--- src/rtl/fan_spinup_ctrl.sv ---
module fan_spinup_ctrl #(
  parameter int DUTY_W = 8,
  parameter int CNT_W  = 12
) (
  input  logic              clk,
  input  logic              rst_n,
  input  logic              ms_tick,
  input  logic              fan_en,
  input  logic              tach_pulse,
  input  logic [2:0]        tmo_sel,
  input  logic              fixed_mode,
  input  logic [DUTY_W-1:0] run_duty,
  input  logic              irq_clr,
  output logic [DUTY_W-1:0] duty_out,
  output logic              spinning_up,
  output logic              irq_fail
);
  typedef enum logic [1:0] {S_IDLE, S_SPIN, S_RUN} st_t;
  localparam logic [DUTY_W-1:0] FULL = '1;

  st_t              st;
  logic [CNT_W-1:0] ms_cnt, limit;
  logic             seen_one, hit, second, tmo_evt;

  always_comb begin
    case (tmo_sel)
      3'd1:    limit = CNT_W'(100);
      3'd2:    limit = CNT_W'(250);
      3'd3:    limit = CNT_W'(400);
      3'd4:    limit = CNT_W'(667);
      3'd5:    limit = CNT_W'(1000);
      3'd6:    limit = CNT_W'(2000);
      3'd7:    limit = CNT_W'(4000);
      default: limit = '0;
    endcase
  end

  assign hit     = ms_tick && (limit != '0) && (ms_cnt == limit - 1'b1);
  assign second  = tach_pulse && seen_one;
  assign tmo_evt = fan_en && st == S_SPIN && !fixed_mode && !second && hit;

  always_ff @(posedge clk) begin
    if (!rst_n || !fan_en) begin
      st       <= S_IDLE;
      ms_cnt   <= '0;
      seen_one <= 1'b0;
    end else begin
      case (st)
        S_IDLE: begin
          st       <= S_SPIN;
          ms_cnt   <= '0;
          seen_one <= 1'b0;
        end
        S_SPIN: begin
          if (fixed_mode) begin
            if (limit == '0 || hit) st <= S_RUN;
            else if (ms_tick)       ms_cnt <= ms_cnt + 1'b1;
          end else if (second || hit) begin
            st <= S_RUN;
          end else begin
            if (tach_pulse) seen_one <= 1'b1;
            if (ms_tick)    ms_cnt <= ms_cnt + 1'b1;
          end
        end
        default: st <= S_RUN;
      endcase
    end
  end

  always_ff @(posedge clk) begin
    if (!rst_n)       irq_fail <= 1'b0;
    else if (tmo_evt) irq_fail <= 1'b1;
    else if (irq_clr) irq_fail <= 1'b0;
  end

  assign spinning_up = (st == S_SPIN);
  assign duty_out    = (st == S_SPIN) ? FULL : (st == S_RUN) ? run_duty : '0;


  start_spin_chk: assert property (@(posedge clk) disable iff (!rst_n)
    (fan_en && st == S_IDLE) |=> (spinning_up && duty_out == FULL));

  drop_idle_chk: assert property (@(posedge clk) disable iff (!rst_n)
    !fan_en |=> (!spinning_up && duty_out == '0));

  irq_sticky_chk: assert property (@(posedge clk) disable iff (!rst_n)
    (irq_fail && !irq_clr) |=> irq_fail);

  irq_mode_chk: assert property (@(posedge clk) disable iff (!rst_n)
    $rose(irq_fail) |-> $past(!fixed_mode && tmo_sel != 3'd0 && spinning_up));

  irq_exit_chk: assert property (@(posedge clk) disable iff (!rst_n)
    $rose(irq_fail) |-> !spinning_up);

  run_exit_chk: assert property (@(posedge clk) disable iff (!rst_n)
    (spinning_up && fan_en && !fixed_mode && second) |=> (!spinning_up && !irq_fail || $past(irq_fail)));
endmodule

--- config.mk ---
export PLATFORM = sky130hd
export DESIGN_NAME = fan_spinup_ctrl
export DESIGN_NICKNAME = d
export VERILOG_FILES = /design/src/rtl/fan_spinup_ctrl.sv
export SDC_FILE = /design/constraint.sdc
export NUM_CORES = 1
export LEC_CHECK = 0
export ABC_AREA = 1
export BUFFER_PORTS_ARGS = -buffer_cell sky130_fd_sc_hd__buf_4
export CAP_MARGIN = 20
export CORE_UTILIZATION = 55
export CTS_CLUSTER_DIAMETER = 200
export CTS_CLUSTER_SIZE = 8
export DETAILED_ROUTE_END_ITERATION = 8
export GPL_TIMING_DRIVEN = 0
export PLACE_DENSITY_LB_ADDON = 0.1
export SLEW_MARGIN = 20
export SYNTH_ARGS = -nofsm -noshare
export SYNTH_HDL_FRONTEND = slang
export SYNTH_SLANG_ARGS = --single-unit
export TNS_END_PERCENT = 50
--- constraint.sdc ---
create_clock -name clk -period 2.5 [get_ports clk]
set_input_delay 0.125 -clock clk [delete_from_list [all_inputs] [get_ports clk]]
set_output_delay 0.125 -clock clk [all_outputs]
set_load 0.03 [all_outputs]
; ---- Word level (Yosys, flattened, before mapping)
; Cells that the tools add are included.
[classes]
addsub = 2
multipliers = 0
n_div = 0
magnitude_cmp = 0
eq_ne = 17
shift = 0
muxes = 18
bitwise = 0
n_reduce_logical = 22
[op_table]
columns = operator, n
row1 = case mux 12 bit (7 select lines), 1
row2 = 2-to-1 mux 12 bit, 4
row3 = case mux 12 bit (2 select lines), 1
row4 = 2-to-1 mux 8 bit, 2
row5 = "adder 12 x 1 -> 12 bit, second input constant", 1
row6 = == test 12 bit, 1
row7 = "== test 3 bit, second input constant", 4
row8 = logical NOT 12 bit, 1
row9 = nonzero test 12 bit, 1
row10 = "subtractor 12 x 1 -> 12 bit, second input constant", 1
row11 = logical AND 1 bit, 7
row12 = "== test 3 x 2 -> 1 bit, second input constant", 2
row13 = 2-to-1 mux 2 bit, 3
row14 = "inequality test 2 bit, second input constant", 3
row15 = "inequality test 3 x 2 -> 1 bit, second input constant", 2
row16 = "inequality test 3 bit, second input constant", 2
row17 = 2-to-1 mux 1 bit, 5
row18 = logical NOT 1 bit, 4
row19 = case mux 2 bit (2 select lines), 1
row20 = AND reduction 4 bit, 1
row21 = nonzero test 2 bit, 2
row22 = "== test 3 x 1 -> 1 bit, second input constant", 1
row23 = logical OR 1 bit, 3
row24 = AND reduction 3 bit, 1
row25 = other kinds (5), 5
[word_totals]
reg_bits = 16
latchBits = 0
mem_bits_rw = 0
mem_bits_ro = 0
input_bits = 18
output_inout_bits = 10
word_cells = 63
mem_count = 0

; ---- Depth between registers and ports, before layout
[logic_depth]
word_depth = 9
depth_mapped = 20
depth_no_buf = 19

; ---- Worst setup path after synthesis
; OpenSTA, ideal clock, no wires.
[synth_timing]
kind = register to register
from = reg st[0]
to = reg ms_cnt[4]
setup_time_ps = 70
arrival_time_ps = 1910
t_required_ps = 2430
setup_slack_ps = 520
path_stages_with_launch = 9
n_path_buf = 2
synth_period_minus_slack_ps = 1980
path_cell_list = dfxtp_1 > clkinv_1 > nor2_1 > inv_1 > buf_2 > buf_1 > nor2_1 > nand4_1 > a21oi_1
[synth_between]
elab_chain_len = 3
elab_cells_between_ends = 7
cone_classes = eq/ne: 3 / mux: 1 / reduce/logical: 3
[synth_lines]
columns = element, line_no
row1 = "start, declared", 21  ; st_t st;
row2 = "start signal, assigned", 44  ; st <= S_IDLE;
row3 = "start signal, assigned", 50  ; st <= S_SPIN;
row4 = "start signal, assigned", 56  ; if (limit == '0 || hit) st <= S_RUN;
row5 = == test 2 x 1 -> 1 bit (*), -
row6 = net spinning_up, 15  ; output logic spinning_up,
row7 = inequality test 3 bit (no line) / nonzero test 2 bit (equally long branches), -
row8 = AND reduction 3 bit (no line), -
row9 = "end signal, assigned", 57  ; else if (ms_tick) ms_cnt <= ms_cnt + 1'b1;
row10 = "end signal, assigned", 62  ; if (ms_tick) ms_cnt <= ms_cnt + 1'b1;
row11 = "end, declared", 22  ; logic [CNT_W-1:0] ms_cnt, limit;
; Mark *: on every way through the listed nets, which the timed path passes. The rest lies on a longest branch.
; A chain may end at the register's enable or synchronous reset.

; ---- Worst setup path in the final report
[layout_timing]
from = reg st[0]
to = out duty_out[5]
[layout_between]
elab_chain_len = 3
elab_cells_between_ends = 4
cone_classes = eq/ne: 2 / mux: 2
[layout_lines]
columns = element, line_no
row1 = == test 2 bit, 77  ; assign duty_out = (st == S_SPIN) ? FULL : (st == S_RUN) ? run_duty : '0;
row2 = 2-to-1 mux 8 bit, 77
row3 = 2-to-1 mux 8 bit (*), 77
row4 = "end, declared", 14  ; output logic [DUTY_W-1:0] duty_out,
; Every way passes the cells marked *; elsewhere a longest branch is shown, timed or not.

==> results_dict.tcl <==
set metrics [dict create \
    layout_min_cycle_time_ns 2.162 \
    maxCapViolCount 0 \
    synth-seq-area-share 0.2270 \
    hold_viol 0 \
    cts_buffers 3 \
    cp_cell_sequence "clkinv_1, nor2_1, inv_1, buf_2, buf_1, nand2_1, buf_4" \
    die_x_um 52.66 \
    internal_power_mw 0.4090 \
    p_sw_mw 0.2013 \
    worstPathRequired_ns 2.38 \
    ff_latch_area_um2 320.3 \
    p_total_mw 0.6103 \
    cts_sinks 16 \
    end_kind "output port" \
    syn_inst 243 \
    cts_tree "built" \
    ctsRootBufferMaster "clkbuf_4" \
    syn_area_per_cell_um2 5.808 \
    remaining_drc_errors 0 \
    vias 1648 \
    start_util 0.6087 \
    tightestPinTransition_ns 0.5057 \
    area_delta_synth_final_pct 18.88 \
    synth_cell_types 27 \
    status "finished clean" \
    postCtsSetupBuffers 0 \
    clkPwrFrac 0.298 \
    drive_above_1_share 0.1612 \
    fin_area_mm2 0.001678 \
    slowest_stage "dfxtp_1" \
    n_fill_cell 211 \
    fin_setup_tns_ns 0 \
    drv_slew 0 \
    gp_congestion 0.8922 \
    wirelength_um 3533 \
    cp.arrival_ns 2.04 \
    diodes 0 \
    clock_path_buffers 2 \
    max-vdd-ir-drop_uv 389.9 \
    path_clk_slew_ns 0.11 \
    synth_area_mm2 0.001411 \
    vias_per_cell 5.475 \
    crit_fanout 10 \
    slew_headroom 0.6629 \
    antenna_found_initial 0 \
    setup_violations 0 \
    core_area_mm2 0.002318 \
    nets 295 \
    hp-class "input pin to flop" \
    wl_per_cell_um 11.74 \
    yosysTopAreaCell "dfxtp_1" \
    cts_resized 0 \
    holdCritStartpoint "rst_n" \
    fp-row-count 17 \
    instances_no_fill 301 \
    placed_cells 297 \
    rr_startpoint "st[0]" \
    io_pins 28 \
    critPathKind "flop to output port" \
    fmax_mhz 462.5 \
    cp_num_buf_inv 5 \
    ant_nets 0 \
    rsz0062_at_grt "no" \
    grt_use_total 0.2867 \
    grt_pass1_vias 1422 \
    crit_start "st[0]" \
    max_stage_delay_ns 0.36 \
    power_leakage_nw 0.7398 \
    power.density_mw_per_mm2 363.7 \
    post-dp-hpwl_um 2691 \
    hold_buffers 0 \
    drtIter0Drc 53 \
    skew_ns 0.01447 \
    grt_max_degree 11 \
    path_delay_family "buffers and inverters" \
    multi_input_area_um2 945.9 \
    clock_latency_ns 0.30 \
    fp.dieH_um 52.66 \
    synthTopCellsByArea "dfxtp_1 23%, nand2_1 20%, nand3_1 8.9%" \
    overflow 0 \
    synth_top_area_frac 0.2270 \
    ys_ff_latch 16 \
    die_area_mm2 0.002773 \
    yosys_warnings 0 \
    period_share 0.8649 \
    p_seq_frac 0.426 \
    htreeDepth 1 \
    dr.pass1.iters 4 \
    pwr-share-comb 0.276 \
    start_kind "flop" \
    io_buffers 26 \
    place_area_mm2 0.001642 \
    grt_pass1_wl_um 5851 \
    switching_share 0.3298 \
    syn-num-nets 264 \
]
final cells by class:
type                    instances  area share
flip-flops and latches         16      0.1909
clock buffers                   4     0.02163
plain buffers                   9     0.03057
inverters                      25     0.05593
repair buffers                 26      0.1163
well taps                      28     0.02088
multi-input cells             193      0.5638
per-layer routing:
layer	vias to the layer above	routed length, um	GRT usage
li1	864	-	-
met4	0	29	0.06579
met5	-	0	0
met1	717	1669	0.3791
met2	63	1570	0.4831
met3	4	263	0.04348
synthesized netlist by cell type:
cell	instances
o21ai_1	1
nor3b_1	1
nand3b_1	3
ha_1	3
buf_6	1
buf_2	2
xor2_1	9
o22ai_1	1
nand2_2	3
o2111ai_1	1
inv_1	22
clkinv_1	1
and2_1	1
nand2_1	75
buf_1	1
dfxtp_1	16
nor2_1	25
nor3_1	7
nor2_2	2
o21ai_0	7
buf_4	2
nand3_1	25
nand3_2	2
clkbuf_1	3
inv_2	2
nand4_1	13
a21oi_1	14
layout by cell type (no fill, tap or decap), drive strengths merged, types with 3 or more instances in the layout:
cell type and count:
a21oi 14, buf 32, clkbuf 7, dfxtp 16
ha 3, inv 24, nand2 78, nand3 27
nand3b 3, nand4 13, nor2 27, nor3 7
o21ai 8, xor2 9
power by group through the flow:
stage / Sequential [mW] / Clock, mW / Combinational [mW]
finish: 0.260 / 0.182 / 0.168
global route: 0.260 / 0.195 / 0.185
floorplan: 0.265 / 0 / 0.109
global placement: 0.266 / 0 / 0.165
CTS: 0.260 / 0.185 / 0.168
detailed placement: 0.266 / 0 / 0.167
worst reg2reg max path, stage by stage, from the launching register on:
cell	delay [ns]
dfxtp_1	0.36
clkinv_1	0.24
nor2_1	0.32
inv_1	0.11
buf_2	0.20
buf_1	0.23
nor2_1	0.15
nand4_1	0.10
a21oi_1	0.15
state kept, by name, summed over array words and instances, names as in the netlist:
signal	cells
irq_fail	1
seen_one	1
st	2
ms_cnt	12
final timing paths:
check / to / cells past startpoint / slack, ns
worst max-delay path: duty_out[5] / 7 / 0.34
worst min-delay path: irq_fail / 2 / 0.03
worst max register to register: ms_cnt[4] / 8 / 0.57
worst min register to register: seen_one / 2 / 0.49
per-stage QoR:
step	hold slack, ns	worst slack (ns)	util
final	0.03015	0.3377	0.7237
after global routing	0.02769	0.1234	0.7237
after CTS	0.03262	0.3408	0.7237
after detailed placement	0.3490	0.2038	0.7080
after global placement	0.3536	0.2347	0.7080
after floorplan	0.2523	0.5199	-
cell families after synthesis:
kind of cell,after synthesis,synth area share
XOR/XNOR,9,0.05585
buffers and inverters,34,0.1028
flip-flops,16,0.2270
AND/OR/NAND/NOR,157,0.4991
adder cells (fa/ha/maj),3,0.02660
AO/OA/AOI/OAI,24,0.08865
Power figures use the tool's default switching activity.
